## src/rtl/segpg_pkg.sv

```systemverilog
// segpg_pkg: shared widths, entry layouts and fault codes for the translator.
// Assumes table entries are one memory word each and entries are packed
// back to back, so an entry index scales by ENT_BYTES.
package segpg_pkg;
    parameter int SEG_W     = 4;
    parameter int PG_W      = 8;
    parameter int OFF_W     = 12;
    parameter int FRM_W     = 20;
    parameter int PA_W      = 32;
    parameter int WORD_W    = 64;
    parameter int ENT_BYTES = 8;

    localparam int LA_W   = SEG_W + PG_W + OFF_W;
    localparam int CNT_W  = PG_W + 1;
    localparam int DESC_W = PA_W + CNT_W + 3;
    localparam int PTE_W  = FRM_W + 1;

    typedef enum logic [1:0] {
        FLT_NONE   = 2'd0,
        FLT_BOUNDS = 2'd1,
        FLT_PERM   = 2'd2,
        FLT_ABSENT = 2'd3
    } fault_e;

    typedef struct packed {
        logic [PA_W-1:0]  pt_base;
        logic [CNT_W-1:0] pg_cnt;
        logic             wr_ok;
        logic             rd_ok;
        logic             vld;
    } seg_desc_t;

    typedef struct packed {
        logic [FRM_W-1:0] frame;
        logic             vld;
    } pte_t;
endpackage

```

## src/rtl/segpg_entry_addr.sv

```systemverilog
// segpg_entry_addr: byte address of entry IDX inside a table at BASE.
// Assumes ENT_BYTES is a power of two; the address wraps on overflow.
module segpg_entry_addr #(
    parameter int IDX_W     = 4,
    parameter int ADDR_W    = 32,
    parameter int ENT_BYTES = 8
) (
    input  logic [ADDR_W-1:0] base,
    input  logic [IDX_W-1:0]  idx,
    output logic [ADDR_W-1:0] addr
);
    localparam int SHIFT = $clog2(ENT_BYTES);

    // scale the index by the entry size and add the base
    always_comb addr = base + (ADDR_W'(idx) << SHIFT);
endmodule

```

## src/rtl/segpg_seg_check.sv

```systemverilog
// segpg_seg_check: decodes a segment descriptor word and checks it against
// the request. Checks in priority order: present, permission, page bounds.
// Assumes any set reserved bit means the entry is malformed (not present).
module segpg_seg_check
    import segpg_pkg::*;
(
    input  logic [WORD_W-1:0] entry,
    input  logic [PG_W-1:0]   page,
    input  logic              write,
    output fault_e            fault,
    output logic [PA_W-1:0]   pt_base
);
    seg_desc_t desc;
    logic      rsvd_set;

    // split the word into descriptor fields and reserved bits
    always_comb begin
        desc     = seg_desc_t'(entry[DESC_W-1:0]);
        rsvd_set = |entry[WORD_W-1:DESC_W];
        pt_base  = desc.pt_base;
    end

    // pick the highest-priority fault
    always_comb begin
        if (!desc.vld || rsvd_set)
            fault = FLT_ABSENT;
        else if (write ? !desc.wr_ok : !desc.rd_ok)
            fault = FLT_PERM;
        else if ({1'b0, page} >= desc.pg_cnt)
            fault = FLT_BOUNDS;
        else
            fault = FLT_NONE;
    end
endmodule

```

## src/rtl/segpg_pte_decode.sv

```systemverilog
// segpg_pte_decode: splits a page entry word into present flag and frame.
// Assumes any set reserved bit means the entry is not present.
module segpg_pte_decode
    import segpg_pkg::*;
(
    input  logic [WORD_W-1:0] entry,
    output logic              present,
    output logic [FRM_W-1:0]  frame
);
    pte_t pte;

    // field split and present qualification
    always_comb begin
        pte     = pte_t'(entry[PTE_W-1:0]);
        present = pte.vld && !(|entry[WORD_W-1:PTE_W]);
        frame   = pte.frame;
    end
endmodule

```

## src/rtl/segpg_xlate.sv

```systemverilog
// segpg_xlate: one-at-a-time translator. Reads the segment descriptor, checks
// it, then reads the page entry and forms {frame, offset}. The result is held
// until it is taken.
// Assumes seg_tbl_base is static while a walk runs, and assumes the memory
// returns exactly one rvalid per granted read.
module segpg_xlate
    import segpg_pkg::*;
(
    input  logic                clk,
    input  logic                rst_n,
    input  logic [PA_W-1:0]     seg_tbl_base,
    input  logic                req_valid,
    output logic                req_ready,
    input  logic [LA_W-1:0]     req_vaddr,
    input  logic                req_write,
    output logic                rsp_valid,
    input  logic                rsp_ready,
    output logic [PA_W-1:0]     rsp_paddr,
    output logic [1:0]          rsp_fault,
    output logic                mem_rd_req,
    input  logic                mem_rd_gnt,
    output logic [PA_W-1:0]     mem_rd_addr,
    input  logic                mem_rd_rvalid,
    input  logic [WORD_W-1:0]   mem_rd_rdata
);
    typedef enum logic [2:0] {
        ST_IDLE, ST_SEG_RD, ST_SEG_WT, ST_PTE_RD, ST_PTE_WT, ST_DONE
    } state_e;

    state_e           state_q;
    logic [LA_W-1:0]  vaddr_q;
    logic             write_q;
    logic [PA_W-1:0]  ptbase_q;
    logic [PA_W-1:0]  paddr_q;
    fault_e           fault_q;

    logic [SEG_W-1:0] f_seg;
    logic [PG_W-1:0]  f_page;
    logic [OFF_W-1:0] f_off;
    logic [PA_W-1:0]  seg_addr, pte_addr, desc_ptbase;
    fault_e           seg_fault;
    logic             pte_present;
    logic [FRM_W-1:0] pte_frame;

    // split the held logical address into its three fields
    always_comb begin
        f_seg  = vaddr_q[LA_W-1 -: SEG_W];
        f_page = vaddr_q[OFF_W +: PG_W];
        f_off  = vaddr_q[OFF_W-1:0];
    end

    segpg_entry_addr #(.IDX_W(SEG_W), .ADDR_W(PA_W), .ENT_BYTES(ENT_BYTES)) i_seg_addr (
        .base(seg_tbl_base), .idx(f_seg), .addr(seg_addr)
    );

    segpg_entry_addr #(.IDX_W(PG_W), .ADDR_W(PA_W), .ENT_BYTES(ENT_BYTES)) i_pte_addr (
        .base(ptbase_q), .idx(f_page), .addr(pte_addr)
    );

    segpg_seg_check i_seg_check (
        .entry(mem_rd_rdata), .page(f_page), .write(write_q),
        .fault(seg_fault), .pt_base(desc_ptbase)
    );

    segpg_pte_decode i_pte_decode (
        .entry(mem_rd_rdata), .present(pte_present), .frame(pte_frame)
    );

    // handshake and memory port outputs from the walk state
    always_comb begin
        req_ready   = (state_q == ST_IDLE);
        rsp_valid   = (state_q == ST_DONE);
        rsp_paddr   = paddr_q;
        rsp_fault   = fault_q;
        mem_rd_req  = (state_q == ST_SEG_RD) || (state_q == ST_PTE_RD);
        mem_rd_addr = (state_q == ST_PTE_RD) ? pte_addr : seg_addr;
    end

    // walk sequencer: accept, descriptor read, page read, hold result
    always_ff @(posedge clk) begin
        if (!rst_n) begin
            state_q  <= ST_IDLE;
            vaddr_q  <= '0;
            write_q  <= 1'b0;
            ptbase_q <= '0;
            paddr_q  <= '0;
            fault_q  <= FLT_NONE;
        end else begin
            unique case (state_q)
                ST_IDLE: if (req_valid) begin
                    vaddr_q <= req_vaddr;
                    write_q <= req_write;
                    state_q <= ST_SEG_RD;
                end
                ST_SEG_RD: if (mem_rd_gnt) state_q <= ST_SEG_WT;
                ST_SEG_WT: if (mem_rd_rvalid) begin
                    if (seg_fault != FLT_NONE) begin
                        fault_q <= seg_fault;
                        paddr_q <= '0;
                        state_q <= ST_DONE;
                    end else begin
                        ptbase_q <= desc_ptbase;
                        state_q  <= ST_PTE_RD;
                    end
                end
                ST_PTE_RD: if (mem_rd_gnt) state_q <= ST_PTE_WT;
                ST_PTE_WT: if (mem_rd_rvalid) begin
                    fault_q <= pte_present ? FLT_NONE : FLT_ABSENT;
                    paddr_q <= pte_present ? {pte_frame, f_off} : '0;
                    state_q <= ST_DONE;
                end
                ST_DONE: if (rsp_ready) state_q <= ST_IDLE;
                default: state_q <= ST_IDLE;
            endcase
        end
    end

    // an accept closes the request window at once
    p_accept_closes_r1: assert property (@(posedge clk) disable iff (!rst_n)
        req_valid && req_ready |=> !req_ready);

    // a pending result is frozen until taken
    p_rsp_hold_r10: assert property (@(posedge clk) disable iff (!rst_n)
        rsp_valid && !rsp_ready |=> rsp_valid && $stable(rsp_paddr) && $stable(rsp_fault));

    // no new request while a result waits
    p_busy_no_accept_r10: assert property (@(posedge clk) disable iff (!rst_n)
        rsp_valid |-> !req_ready);

    // memory read request held with a stable address until granted
    p_mem_req_hold_r11: assert property (@(posedge clk) disable iff (!rst_n)
        mem_rd_req && !mem_rd_gnt |=> mem_rd_req && $stable(mem_rd_addr));

    // a faulted result never carries an address
    p_fault_zero_addr_r9: assert property (@(posedge clk) disable iff (!rst_n)
        rsp_valid && (rsp_fault != 2'd0) |-> rsp_paddr == '0);
endmodule

```

## config.mk

```make
export PLATFORM = sky130hd
export DESIGN_NAME = segpg_xlate
export DESIGN_NICKNAME = d
export VERILOG_FILES = /design/src/rtl/segpg_pkg.sv /design/src/rtl/segpg_entry_addr.sv /design/src/rtl/segpg_seg_check.sv /design/src/rtl/segpg_pte_decode.sv /design/src/rtl/segpg_xlate.sv
export SDC_FILE = /design/constraint.sdc
export NUM_CORES = 1
export LEC_CHECK = 0
export ABC_CLOCK_PERIOD_IN_PS = 3200
export BUFFER_PORTS_ARGS = -buffer_cell sky130_fd_sc_hd__clkbuf_2
export CAP_MARGIN = 20
export CORE_UTILIZATION = 40
export DETAILED_ROUTE_END_ITERATION = 16
export GPL_TIMING_DRIVEN = 0
export HOLD_SLACK_MARGIN = 0.1
export PLACE_DENSITY = 0.67
export SLEW_MARGIN = 15
export SYNTH_ARGS = -nofsm -noshare
export SYNTH_HDL_FRONTEND = slang
export SYNTH_SLANG_ARGS = --single-unit
```

## constraint.sdc

```tcl
create_clock -name clk -period 3.2 [get_ports clk]
set_input_delay 0.32 -clock clk [delete_from_list [all_inputs] [get_ports clk]]
set_output_delay 0.32 -clock clk [all_outputs]
set_load 0.01 [all_outputs]
```

======== Yosys cells after proc, flatten, opt, wreduce, memory -nomap -nowiden ========
Index checks and enable logic that the tools add are counted.
word-level totals
  register bits after elaboration ......... 94
  bits of input ports ..................... 127
  output and inout port bits .............. 69
  word-level logic and storage cells ...... 61
operators by class
  add/sub/neg operators ................... 2
  magnitude comparators ................... 1
  equality and inequality tests ........... 12
  mux-type cells .......................... 23
  bitwise logic cells ..................... 1
  reductions and logical operators ........ 16
operators with widths
  kind                  count
  $mux W32              5
  $pmux W32 S2          1
  $reduce_or A43 Y1     1
  $add A32 B11 Y32      1
  $add A32 B7 Y32       1
  $mux W3               7
  $reduce_or A20 Y1     1
  $pmux W3 S6           1
  $mux W2               6
  $ne A2 B2 Y1 const B  6
  $ge A8 B9 Y1          1
  $eq A3 B2 Y1 const B  2
  $eq A3 B3 Y1 const B  2
  $reduce_and A6 Y1     1
  $logic_not A1 Y1      4
  $pmux W2 S2           1
  $reduce_and A4 Y1     1
  $reduce_bool A2 Y1    2
  $eq A3 B1 Y1 const B  1
  $logic_not A3 Y1      1
  $reduce_and A3 Y1     1
  $logic_or A1 B1 Y1    2
  $mux W1               2
  $ne A2 B1 Y1 const B  1
  3 further kinds       3

======== Logic depth before layout (Yosys ltp) ========
  depth in word-level cells ............... 8
  depth in mapped cells ................... 10
  mapped depth without buffers ............ 9

======== By module ========
A second synthesis with hierarchy kept.
second synthesis, totals
  cell total of the unflattened synthesis .. 784
  area total of the unflattened synthesis .. 6,596.3 um^2
modules (own cells, without submodules)
  module                          times used  cells each  area each (um^2)
  segpg_xlate                     1           482         4,236.6
  segpg_entry_addr at i_pte_addr  1           103         869.6
  segpg_entry_addr at i_seg_addr  1           95          714.4
  segpg_seg_check                 1           69          520.5
  segpg_pte_decode                1           35          255.2

======== Worst setup path before layout ========
Ideal clock, no wire load.
  kind .................................... register -> output
  from .................................... reg vaddr_q[12]
  to ...................................... out mem_rd_addr[17]
  arrival ................................. 2,124 ps
  data required time ...................... 2,880 ps
  path slack .............................. 756 ps
  cell stages (with the launch flop) ...... 11
  cells stage by stage .................... dfxtp_1 -> ha_1 -> inv_1 -> fa_1 -> nand2b_1 -> a21oi_1 -> o32ai_1 -> clkbuf_1 -> nor3b_1 -> xnor2_1 -> mux2i_1
between the ends
  word-level cells in the longest chain between the ends .. 2
RTL lines
  item                    line                    source
  from (decl)             segpg_xlate.sv:31       logic [LA_W-1:0] vaddr_q;
  from (signal assigned)  segpg_xlate.sv:91       vaddr_q <= req_vaddr;
  $add A32 B11 Y32        segpg_entry_addr.sv:15  always_comb addr = base + (ADDR_W'(idx) << SHIFT);
  $mux W32                segpg_xlate.sv:76       mem_rd_addr = (state_q == ST_PTE_RD) ? pte_addr : seg_addr;
  to (decl)               segpg_xlate.sv:22       output logic [PA_W-1:0] mem_rd_addr,
No other way between the ends.

======== Worst setup path after layout ========
Ends and elaborated chain as after synthesis.

==> reports/results.ini <==
[run_status]
status = completed

[clocking]
postCtsSetupBuffers = 0
clock_sinks = 94
cts_buffers = 9
cts_root_buffer = clkbuf_16
h-tree-depth = 3
clk_path_buf_depth = 2
clk_latency_ns = 0.34
cts_tree = yes
path_clk_slew_ns = 0.07

[yosys]
yosysWarnings = 0
yosysSeqAreaShare = 0.342
synth-seq-cells = 94
synth_top_cell_area_share = 0.342
yosysTopAreaCell = dfxtp_1
synthFlopType = dfxtp_1
syn_avg_cell_area_um2 = 8.74
synthTopCellsByCount = dfxtp_1, nand2_1, mux2i_1
synth_nets = 778
synthCells = 629
yosysMostFrequentCell = dfxtp_1
synth-edff-count = 0
async_reset_ff_frac = 0
yosys.cell_types.count = 53
syn_area_um2 = 5500
synth_area_leaders = dfxtp_1, mux2i_1, xnor2_1

[critical_path]
worstPathRequired_ns = 2.88
r2r_cells = 8
cp_slowest_stage_delay_ns = 0.37
worstSetupEndpointType = output port
cpMaxStageDelayCell = dfxtp_2
start_kind = register
worstPathMaxFanout = 10
crit_path_cell_trace = ha_1, inv_1, fa_1, nand2b_1, a21oi_2, o32ai_2, buf_2, nor3b_2, xnor2_1, mux2i_1, clkbuf_2
worstPathArrival_ns = 2.70
critical_path_class = reg2out

[finish]
fin_util = 0.526
drive_gt1_frac = 0.277
final_nets = 983
fin_cells = 1016
fill_cells = 1333
syn2layout_area_growth_pct = 27.5

[pwr]
power.total_mw = 2.90
ir_worst_vdd_mv = 0.233
p_leak_nw = 3.31
powerDensity_nw_per_um2 = 414

[sta]
whs_ns = 0.190
max_slew_margin = 0.450
setup_viol = 0
fin_crit_sh = 0.944
drv_slew = 0
hold_viol_final = 0
finalClockSkew_ns = 0.00921
tightestPinTransition_ns = 0.825
max_freq_mhz = 331
rsz0062_at_grt = true
finalCriticalPeriod_ns = 3.02

[grt]
grt_pass1_vias = 4878
grt_start_max_net_pins = 17
antenna_found_initial = 1
grt_overflow = 0
grt_usage = 0.213
grt_pass1_wl_mm = 24.0

[run]
drv_cap = 0

[die]
die_w_um = 119
row_count = 42
initial_core_util = 0.412
dieArea_um2 = 14200
boundaryPins = 196
die_h_um = 119
core-area_um2 = 13300

[routing]
drt_iter0_drc = 144
ant_nets = 0
vias = 5140
viasPerCell = 5.06
dr.pass1.iters = 4
drt_wl_total_mm = 14.9
wire_per_inst_um = 14.7
drc = 0

[place]
dp_cells = 1000
dp_hpwl_mm = 12.0
place_congestion = 0.888
port_buffers = 195

[worst_hold_path]
hold_path_depth = 3
hold_path.class = in2reg

[placed cells by master (no fill, tap or decap), types with 3 or more instances in the layout]
cell,instances
clkbuf_16,9
nand3_1,9
buf_2,5
ha_1,20
dfxtp_1,93
a22o_1,32
o21ai_0,7
nand4_1,15
clkinvlp_4,3
nand2b_1,5
buf_6,3
nor3_1,12
nor4_1,11
nor2_1,28
a21boi_1,25
inv_1,26
mux2i_1,53
clkbuf_2,195
and3_1,7
xor2_1,10
nor2b_1,38
clkbuf_1,20
xnor2_1,39
a21o_1,8
a21oi_1,15
nor3b_2,3
mux2_2,4
and4_1,3
o22ai_1,3
o21ai_1,4
buf_1,3
o21a_1,5
a211oi_1,8
nand2_1,80
[worst max-delay path: cells and delay by family, from the launching register on]
family | cells | cell delay (ns)
multiplexers | 1 | 0.17
flip-flops | 1 | 0.37
AND/OR/NAND/NOR | 2 | 0.41
XOR/XNOR | 1 | 0.08
buffers and inverters | 3 | 0.44
AO/OA/AOI/OAI | 2 | 0.34
adder cells (fa/ha/maj) | 2 | 0.55
[kinds of logic after synthesis]
group / after synthesis / synth area share
flip-flops: 94 / 0.342
AND/OR/NAND/NOR: 222 / 0.204
buffers and inverters: 58 / 0.0453
XOR/XNOR: 49 / 0.0780
AO/OA/AOI/OAI: 127 / 0.173
adder cells (fa/ha/maj): 22 / 0.0528
multiplexers: 57 / 0.105
[state kept, by name (all words and copies together), names as in the netlist]
signal     flops
state_q        3
rsp_paddr     32
vaddr_q       24
rsp_fault      2
write_q        1
ptbase_q      32
[per-layer routing]
layer  track usage  routed length (um)  share of wire  vias up
li1              -                   -              -     2638
met1         0.280                7100           0.47     2325
met2         0.334                6500           0.43      159
met3        0.0632                1090          0.073       18
met4        0.0625                 258          0.017        0
met5             0                   0              0        -
[path summary, 6_finish.rpt]
path,start,endpoint,slack [ns]
min reg2reg,vaddr_q[6],vaddr_q[6],0.45
max,vaddr_q[12],mem_rd_addr[17],0.18
max reg2reg,vaddr_q[16],ptbase_q[24],0.63
min,req_vaddr[4],vaddr_q[4],0.19
[area by class of cell]
type	instances	area (um^2)	area share
clock inverter	5	42.5	0.00606
timing repair buffer	195	976	0.139
inverter	26	97.6	0.0139
clock buffer	11	243	0.0346
sequential	94	1880	0.268
multi-input combinational	477	3400	0.485
antenna	1	2.50	0.000357
tap	176	220	0.0314
buffer	31	149	0.0212
[stage by stage]
| stage | setup TNS, ns | setup slack, ns | instance area [um^2] |
|---|---|---|---|
| after floorplan | 0 | 0.756 | 5500 |
| after global placement | 0 | 0.314 | 6700 |
| after detailed placement | 0 | 0.287 | 6700 |
| after CTS | 0 | 0.0261 | 6990 |
| after global routing | -0.0664 | -0.0565 | 7010 |
| final | 0 | 0.181 | 7020 |
[where the power goes]
part	internal [mW]	switching [mW]
combinational	0.260	0.355
sequential	1.22	0.0346
clock	0.557	0.476
total	2.04	0.865
[timing repair]
| action | 4_1_cts | 5_1_grt |
|---|---|---|
| hold buffers | 0 | 0 |
| gates cloned | 0 | 0 |
| gates resized for setup | 2 | 7 |
| pin swaps | 0 | 0 |
| setup endpoints to repair | 8 | 17 |
(Power assumes the default switching activity.)
